--- config.mk ---
export PLATFORM = sky130hd
export DESIGN_NAME = cs_block_decoder
export DESIGN_NICKNAME = d
export VERILOG_FILES = /design/src/rtl/cs_dec_pkg.sv /design/src/rtl/cs_bit_collector.sv /design/src/rtl/cs_field_decode.sv /design/src/rtl/cs_block_decoder.sv
export SDC_FILE = /design/constraint.sdc
export NUM_CORES = 1
export LEC_CHECK = 0
export ABC_AREA = 1
export BUFFER_PORTS_ARGS = -buffer_cell sky130_fd_sc_hd__clkbuf_2
export CAP_MARGIN = 10
export CORE_MARGIN = 1.5
export CORE_UTILIZATION = 51
export DETAILED_ROUTE_END_ITERATION = 12
export GPL_TIMING_DRIVEN = 1
export PLACE_DENSITY = 0.78
export SETUP_SLACK_MARGIN = 0.3
export SYNTH_ARGS = -nofsm -noshare
export SYNTH_HDL_FRONTEND = slang
export SYNTH_SLANG_ARGS = --single-unit
--- constraint.sdc ---
create_clock -name clk -period 2.53 [get_ports clk]
set_input_delay 0.253 -clock clk [delete_from_list [all_inputs] [get_ports clk]]
set_output_delay 0.253 -clock clk [all_outputs]
set_load 0.01 [all_outputs]
--- src/rtl/cs_dec_pkg.sv ---
package cs_dec_pkg;

   // Decoded result as published at the block boundary
   typedef struct packed {
      logic       mode_con;
      logic [4:0] flg;
   } cs_result_t;

   // One step of the reflected serial CRC
   function automatic logic [7:0] crc_step(input logic [7:0] c,
                                            input logic       b,
                                            input logic [7:0] poly_r);
      logic fb;
      fb = b ^ c[0];
      return fb ? ((c >> 1) ^ poly_r) : (c >> 1);
   endfunction

endpackage

--- src/rtl/cs_bit_collector.sv ---
module cs_bit_collector
   import cs_dec_pkg::*;
#(
   parameter int         NBITS     = 192,
   parameter int         CRC_BYTES = 23,
   parameter logic [7:0] CRC_POLY_R = 8'hB8,
   parameter logic [7:0] CRC_INIT  = 8'hFF,
   parameter int         CAT_LO    = 8,
   parameter int         CAT_W     = 7,
   parameter int         GEN_POS   = 15
) (
   input  logic             clk,
   input  logic             rst_n,
   input  logic             sf_valid,
   input  logic             sf_cbit,
   input  logic             sf_is_b,
   input  logic             sf_blk_start,
   input  logic             chan_sel,
   output logic             mark_acc,
   output logic             blk_full,
   output logic [3:0]       lead_bits,
   output logic [CAT_W-1:0] cat_bits,
   output logic             gen_bit,
   output logic [7:0]       crc_calc,
   output logic [7:0]       crc_ref
);

   localparam int CW       = $clog2(NBITS + 2);
   localparam int CRC_BITS = CRC_BYTES * 8;
   localparam logic [CW-1:0] UNSYNC = CW'(NBITS + 1);
   localparam logic [CW-1:0] FULL   = CW'(NBITS);
   localparam logic [CW-1:0] CRC_END = CW'(CRC_BITS);

   initial begin
      assert (NBITS % 8 == 0) else $error("NBITS must be whole bytes");
      assert (CRC_BITS + 8 <= NBITS) else $error("CRC field outside block");
      assert (CAT_LO + CAT_W <= NBITS && GEN_POS < NBITS) else $error("field outside block");
   end

   logic [NBITS-1:0] sr_q;
   logic [CW-1:0]    cnt_q;
   logic [7:0]       crc_q;
   logic             acc;

   assign acc      = sf_valid && (sf_is_b == chan_sel);
   assign mark_acc = acc && sf_blk_start;
   assign blk_full = (cnt_q == FULL);

   always_ff @(posedge clk) begin
      if (!rst_n) begin
         sr_q  <= '0;
         cnt_q <= UNSYNC;
         crc_q <= CRC_INIT;
      end else if (acc) begin
         if (sf_blk_start) begin
            sr_q  <= {sf_cbit, sr_q[NBITS-1:1]};
            cnt_q <= CW'(1);
            crc_q <= crc_step(CRC_INIT, sf_cbit, CRC_POLY_R);
         end else if (cnt_q != UNSYNC) begin
            sr_q  <= {sf_cbit, sr_q[NBITS-1:1]};
            cnt_q <= (cnt_q == FULL) ? UNSYNC : cnt_q + CW'(1);
            if (cnt_q < CRC_END)
               crc_q <= crc_step(crc_q, sf_cbit, CRC_POLY_R);
         end
      end
   end

   assign lead_bits = sr_q[3:0];
   assign cat_bits  = sr_q[CAT_LO +: CAT_W];
   assign gen_bit   = sr_q[GEN_POS];
   assign crc_calc  = crc_q;
   assign crc_ref   = sr_q[CRC_BITS +: 8];

   AST_SEL_IGNORED: assert property (@(posedge clk) disable iff (!rst_n)
      (sf_valid && sf_is_b != chan_sel) |=> ($stable(cnt_q) && $stable(sr_q)));
   AST_MARK_RESTART: assert property (@(posedge clk) disable iff (!rst_n)
      mark_acc |=> (cnt_q == CW'(1)));
   AST_CNT_RANGE: assert property (@(posedge clk) disable iff (!rst_n)
      cnt_q <= UNSYNC);

endmodule

--- src/rtl/cs_field_decode.sv ---
module cs_field_decode
   import cs_dec_pkg::*;
#(
   parameter int CAT_W   = 7,
   parameter bit USE_CRC = 1'b1
) (
   input  logic [3:0]       lead_bits,
   input  logic [CAT_W-1:0] cat_bits,
   input  logic             gen_bit,
   input  logic [7:0]       crc_calc,
   input  logic [7:0]       crc_ref,
   output cs_result_t       res
);

   initial assert (CAT_W >= 2) else $error("category field too narrow");

   logic pro_ce;

   generate
      if (USE_CRC) begin : g_crc
         assign pro_ce = (crc_calc == crc_ref);
      end else begin : g_nocrc
         logic unused_crc;
         assign unused_crc = ^{crc_calc, crc_ref};
         assign pro_ce = 1'b1;
      end
   endgenerate

   always_comb begin
      res.mode_con = ~lead_bits[0];
      res.flg[0]   = lead_bits[1];
      if (res.mode_con) begin
         res.flg[1] = ~lead_bits[2];
         res.flg[2] = ~lead_bits[3];
         res.flg[3] = gen_bit;
         res.flg[4] = |cat_bits;
      end else begin
         res.flg[1] = lead_bits[2];
         res.flg[2] = lead_bits[3];
         res.flg[3] = ~cat_bits[1];
         res.flg[4] = pro_ce;
      end
   end

endmodule

--- src/rtl/cs_block_decoder.sv ---
module cs_block_decoder
   import cs_dec_pkg::*;
#(
   parameter int         NBITS      = 192,
   parameter int         CRC_BYTES  = 23,
   parameter logic [7:0] CRC_POLY_R = 8'hB8,
   parameter logic [7:0] CRC_INIT   = 8'hFF,
   parameter bit         USE_CRC    = 1'b1
) (
   input  logic       clk,
   input  logic       rst_n,
   input  logic       sf_valid,
   input  logic       sf_cbit,
   input  logic       sf_is_b,
   input  logic       sf_blk_start,
   input  logic       chan_sel,
   output logic [4:0] cs_flags,
   output logic       mode_consumer,
   output logic       blk_stb
);

   localparam int CAT_LO  = 8;
   localparam int CAT_W   = 7;
   localparam int GEN_POS = 15;

   logic             mark_acc, blk_full, gen_bit;
   logic [3:0]       lead_bits;
   logic [CAT_W-1:0] cat_bits;
   logic [7:0]       crc_calc, crc_ref;
   cs_result_t       res_d, res_q;
   logic             stb_q;

   cs_bit_collector #(
      .NBITS(NBITS), .CRC_BYTES(CRC_BYTES), .CRC_POLY_R(CRC_POLY_R),
      .CRC_INIT(CRC_INIT), .CAT_LO(CAT_LO), .CAT_W(CAT_W), .GEN_POS(GEN_POS)
   ) u_collect (
      .clk(clk), .rst_n(rst_n), .sf_valid(sf_valid), .sf_cbit(sf_cbit),
      .sf_is_b(sf_is_b), .sf_blk_start(sf_blk_start), .chan_sel(chan_sel),
      .mark_acc(mark_acc), .blk_full(blk_full), .lead_bits(lead_bits),
      .cat_bits(cat_bits), .gen_bit(gen_bit), .crc_calc(crc_calc),
      .crc_ref(crc_ref)
   );

   cs_field_decode #(.CAT_W(CAT_W), .USE_CRC(USE_CRC)) u_decode (
      .lead_bits(lead_bits), .cat_bits(cat_bits), .gen_bit(gen_bit),
      .crc_calc(crc_calc), .crc_ref(crc_ref), .res(res_d)
   );

   always_ff @(posedge clk) begin
      if (!rst_n) begin
         res_q <= '{mode_con: 1'b1, flg: 5'b0};
         stb_q <= 1'b0;
      end else begin
         stb_q <= mark_acc && blk_full;
         if (mark_acc && blk_full)
            res_q <= res_d;
      end
   end

   assign cs_flags      = res_q.flg;
   assign mode_consumer = res_q.mode_con;
   assign blk_stb       = stb_q;

   AST_STB_PULSE: assert property (@(posedge clk) disable iff (!rst_n)
      blk_stb |=> !blk_stb);
   AST_HOLD_NO_STB: assert property (@(posedge clk) disable iff (!rst_n)
      !blk_stb |-> ($stable(cs_flags) && $stable(mode_consumer)));
   AST_PRO_CD: assert property (@(posedge clk) disable iff (!rst_n)
      (blk_stb && !mode_consumer) |-> (cs_flags[3] == !$past(cat_bits[1])));
   AST_MODE_BIT0: assert property (@(posedge clk) disable iff (!rst_n)
      blk_stb |-> (mode_consumer == !$past(lead_bits[0])));

endmodule

==> flow_metrics.env <==
export IMPL_rsz0062_at_grt="no"
export IMPL_grt_pass1_vias=5711
export IMPL_r2r_slack_ns=0.53
export IMPL_cts_tree="yes"
export IMPL_rr_worst_depth=8
export IMPL_synth_area_per_cell_um2=7.55
export IMPL_fill_cells=1391
export IMPL_grt_pass1_wl_mm=24.6
export IMPL_routed_wl_mm=13.7
export IMPL_crit_top_cell="nor2_1"
export IMPL_worstPathArrival_ns=2.42
export IMPL_netlist_area_um2=8030
export IMPL_htreeDepth=1
export IMPL_vias=6242
export IMPL_hold_viol=0
export IMPL_cts_root_buffer="clkbuf_16"
export IMPL_area_delta_synth_final_pct=9.71
export IMPL_dp_hpwl_mm=7.78
export IMPL_clock_latency_ns=0.49
export IMPL_fin_nets=1054
export IMPL_slowest_stage="dfxtp_1"
export IMPL_place_gp_congestion=0.815
export IMPL_grt_ovfl_total=0
export IMPL_antenna_found_initial=0
export IMPL_synthesis_nets=1073
export IMPL_fin_cells=1270
export IMPL_postCtsSetupBuffers=0
export IMPL_crit_chain="ha_1, inv_1, nor2_1, nand3_2, nand2_8, buf_12, o21ai_0, nor2_1"
export IMPL_die_x_um=128
export IMPL_worstPathMaxFanout=113
export IMPL_setup_slack_ns=0.529
export IMPL_drc=0
export IMPL_synth_top_area_share=0.536
export IMPL_synth_cell_types=26
export IMPL_cts_hold_buf=0
export IMPL_hp_start="sf_cbit"
export IMPL_detail_route_antenna_nets=0
export IMPL_ys_top_cells_by_count="425 x nor2_1, 215 x dfxtp_1, 106 x o21ai_0"
export IMPL_start_util=0.524
export IMPL_path_buf_inv=2
export IMPL_ir_drop_v=0.000481
export IMPL_wire_per_inst_um=10.8
export IMPL_syn_inst=1063
export IMPL_via_per_inst=4.91
export IMPL_num_io_pins=14
export IMPL_coreArea_um2=15300
export IMPL_leakage_nw=3.59
export IMPL_die_h_um=128
export IMPL_grt_max_degree=114
export IMPL_min_period_ns=2.00
export IMPL_drv_cap=0
export IMPL_crit_type="reg -> reg"
export IMPL_power_density_nw_per_um2=875
export IMPL_final_area_um2=8810
export IMPL_dp_cells=1231
export IMPL_synth_edf_count=0
export IMPL_portBuffers=13
export IMPL_r2r_end="u_collect.sr_q[44]"
export IMPL_seq_area_frac_synth=0.536
export IMPL_yosysMostFrequentCell="nor2_1"
export IMPL_critPathLaunchType="register"
export IMPL_report_final_setup_viol=0
export IMPL_yosys_warnings=0
export IMPL_synth_main_ff_cell="dfxtp_1"
export IMPL_antennaDiodeCount=0
export IMPL_clock_sinks=215
export IMPL_dieArea_um2=16500
export IMPL_pre_cts_ws_ns=0.595
export IMPL_critical_path_top_delay_family="simple AND/OR/NAND/NOR gates"
export IMPL_rr_startpoint="u_collect.cnt_q[0]"
export IMPL_critPathMaxStageDelay_ns=0.45
export IMPL_fin_worst_skew_ns=0.0112
export IMPL_cts_resized=0
export IMPL_ys_seq_elements=215
export IMPL_track_usage=0.173
export IMPL_cts_clk_slew_worst_paths_ns=0.06
export IMPL_fin_crit_sh=0.791
export IMPL_yosys_top_cells_area="dfxtp_1 54%, nor2_1 20%, o21ai_0 6.6%"
export IMPL_max_freq_mhz=500
export IMPL_setup_tns_ns=0
export IMPL_drt_first_pass_iters=5
export IMPL_utilization=0.575
export IMPL_tightestPinTransition_ns=0.522
export IMPL_num_rows=45
export IMPL_cts_inserted_buffers=22
export IMPL_drtIter0Drc=473
export IMPL_status="complete, no violations"
export IMPL_clockBufferDepth=3
export IMPL_critPathCaptureType="register"
export IMPL_hold_depth=3
export IMPL_synthArstFlopShare=0
export IMPL_hold_path_class="in -> reg"
export IMPL_drv_slew=0
export IMPL_holdPathEnd="u_collect.sr_q[191]"
export IMPL_placed_area_um2=8130
export IMPL_synth_top_cell_by_area="dfxtp_1"
export IMPL_cp_data_required_time_ns=2.95
export IMPL_relSlewSlack=0.652
export IMPL_drive_above_1_share=0.0614
registers in the layout (all words and copies together) (netlist names):
name	cells
blk_stb	1
u_collect.sr_q	192
u_collect.cnt_q	8
mode_consumer	1
cs_flags	5
u_collect.crc_calc	8
layer usage:
| metal | GRT usage | wire (um) |
|---|---|---|
| met5 | 0 | 0 |
| met4 | 0.0582 | 266 |
| met3 | 0.0262 | 465 |
| met2 | 0.291 | 6080 |
| met1 | 0.230 | 6910 |
area by class of cell:
class | instances | area, um2 | share of cell area
Multi-Input combinational cell | 751 | 3210 | 0.364
Timing Repair Buffer | 25 | 233 | 0.0264
Tap cell | 211 | 264 | 0.0300
Clock buffer | 34 | 657 | 0.0746
Sequential cell | 215 | 4300 | 0.489
Inverter | 29 | 114 | 0.0129
Clock inverter | 5 | 27.5 | 0.00312
where the power goes:
group	leakage, nW	switching (mW)	internal [mW]
combinational	1.49	0.519	0.314
sequential	1.77	0.162	3.69
clock	0.336	1.25	1.78
worst reg2reg max path, cell delays in order, from the launching register on:
cell and delay [ns]:
dfxtp_1 0.45, ha_1 0.20, inv_1 0.05, nor2_1 0.11, nand3_2 0.17, nand2_8 0.23
buf_12 0.40, o21ai_0 0.19, nor2_1 0.12
cell usage in the layout (no fill, tap or decap), drive strengths merged:
master,count
o211ai,2
buf,13
a21oi,11
clkinv,4
nand3,12
nand3b,1
dfxtp,215
nand2,74
o21ai,210
xor2,1
o21bai,1
ha,3
inv,29
nand4,2
clkbuf,46
nor3,3
nor2,427
clkinvlp,1
nor3b,1
xnor2,3
through the flow:
step	power (mW)	hold slack [ns]
2_1_floorplan	4.61	0.417
3_3_place_gp	4.72	0.437
3_5_place_dp	4.75	0.458
4_1_cts	7.78	0.0973
5_1_grt	8.11	0.176
6_report	7.71	0.103
cells by family (layout without fill, tap and decap cells):
group	Yosys count	count (layout)	share of synthesized area
simple gates	520	520	0.249
compound gates	224	224	0.141
flops	215	215	0.536
buf+inv	97	93	0.0659
xor+xnor	4	4	0.00436
fa+ha+maj	3	3	0.00467
worst max path at each step:
stage / from / to / cells after the start
after CTS: u_collect.cnt_q[1] / u_collect.cnt_q[3] / 10
after global routing: u_collect.cnt_q[1] / u_collect.sr_q[84] / 10
after global placement: u_collect.cnt_q[0] / u_collect.sr_q[26] / 8
after detailed placement: u_collect.cnt_q[1] / u_collect.cnt_q[3] / 10
final: u_collect.cnt_q[0] / u_collect.sr_q[44] / 8
after floorplan: u_collect.cnt_q[1] / u_collect.cnt_q[6] / 11
Power figures use the tool's default switching activity.
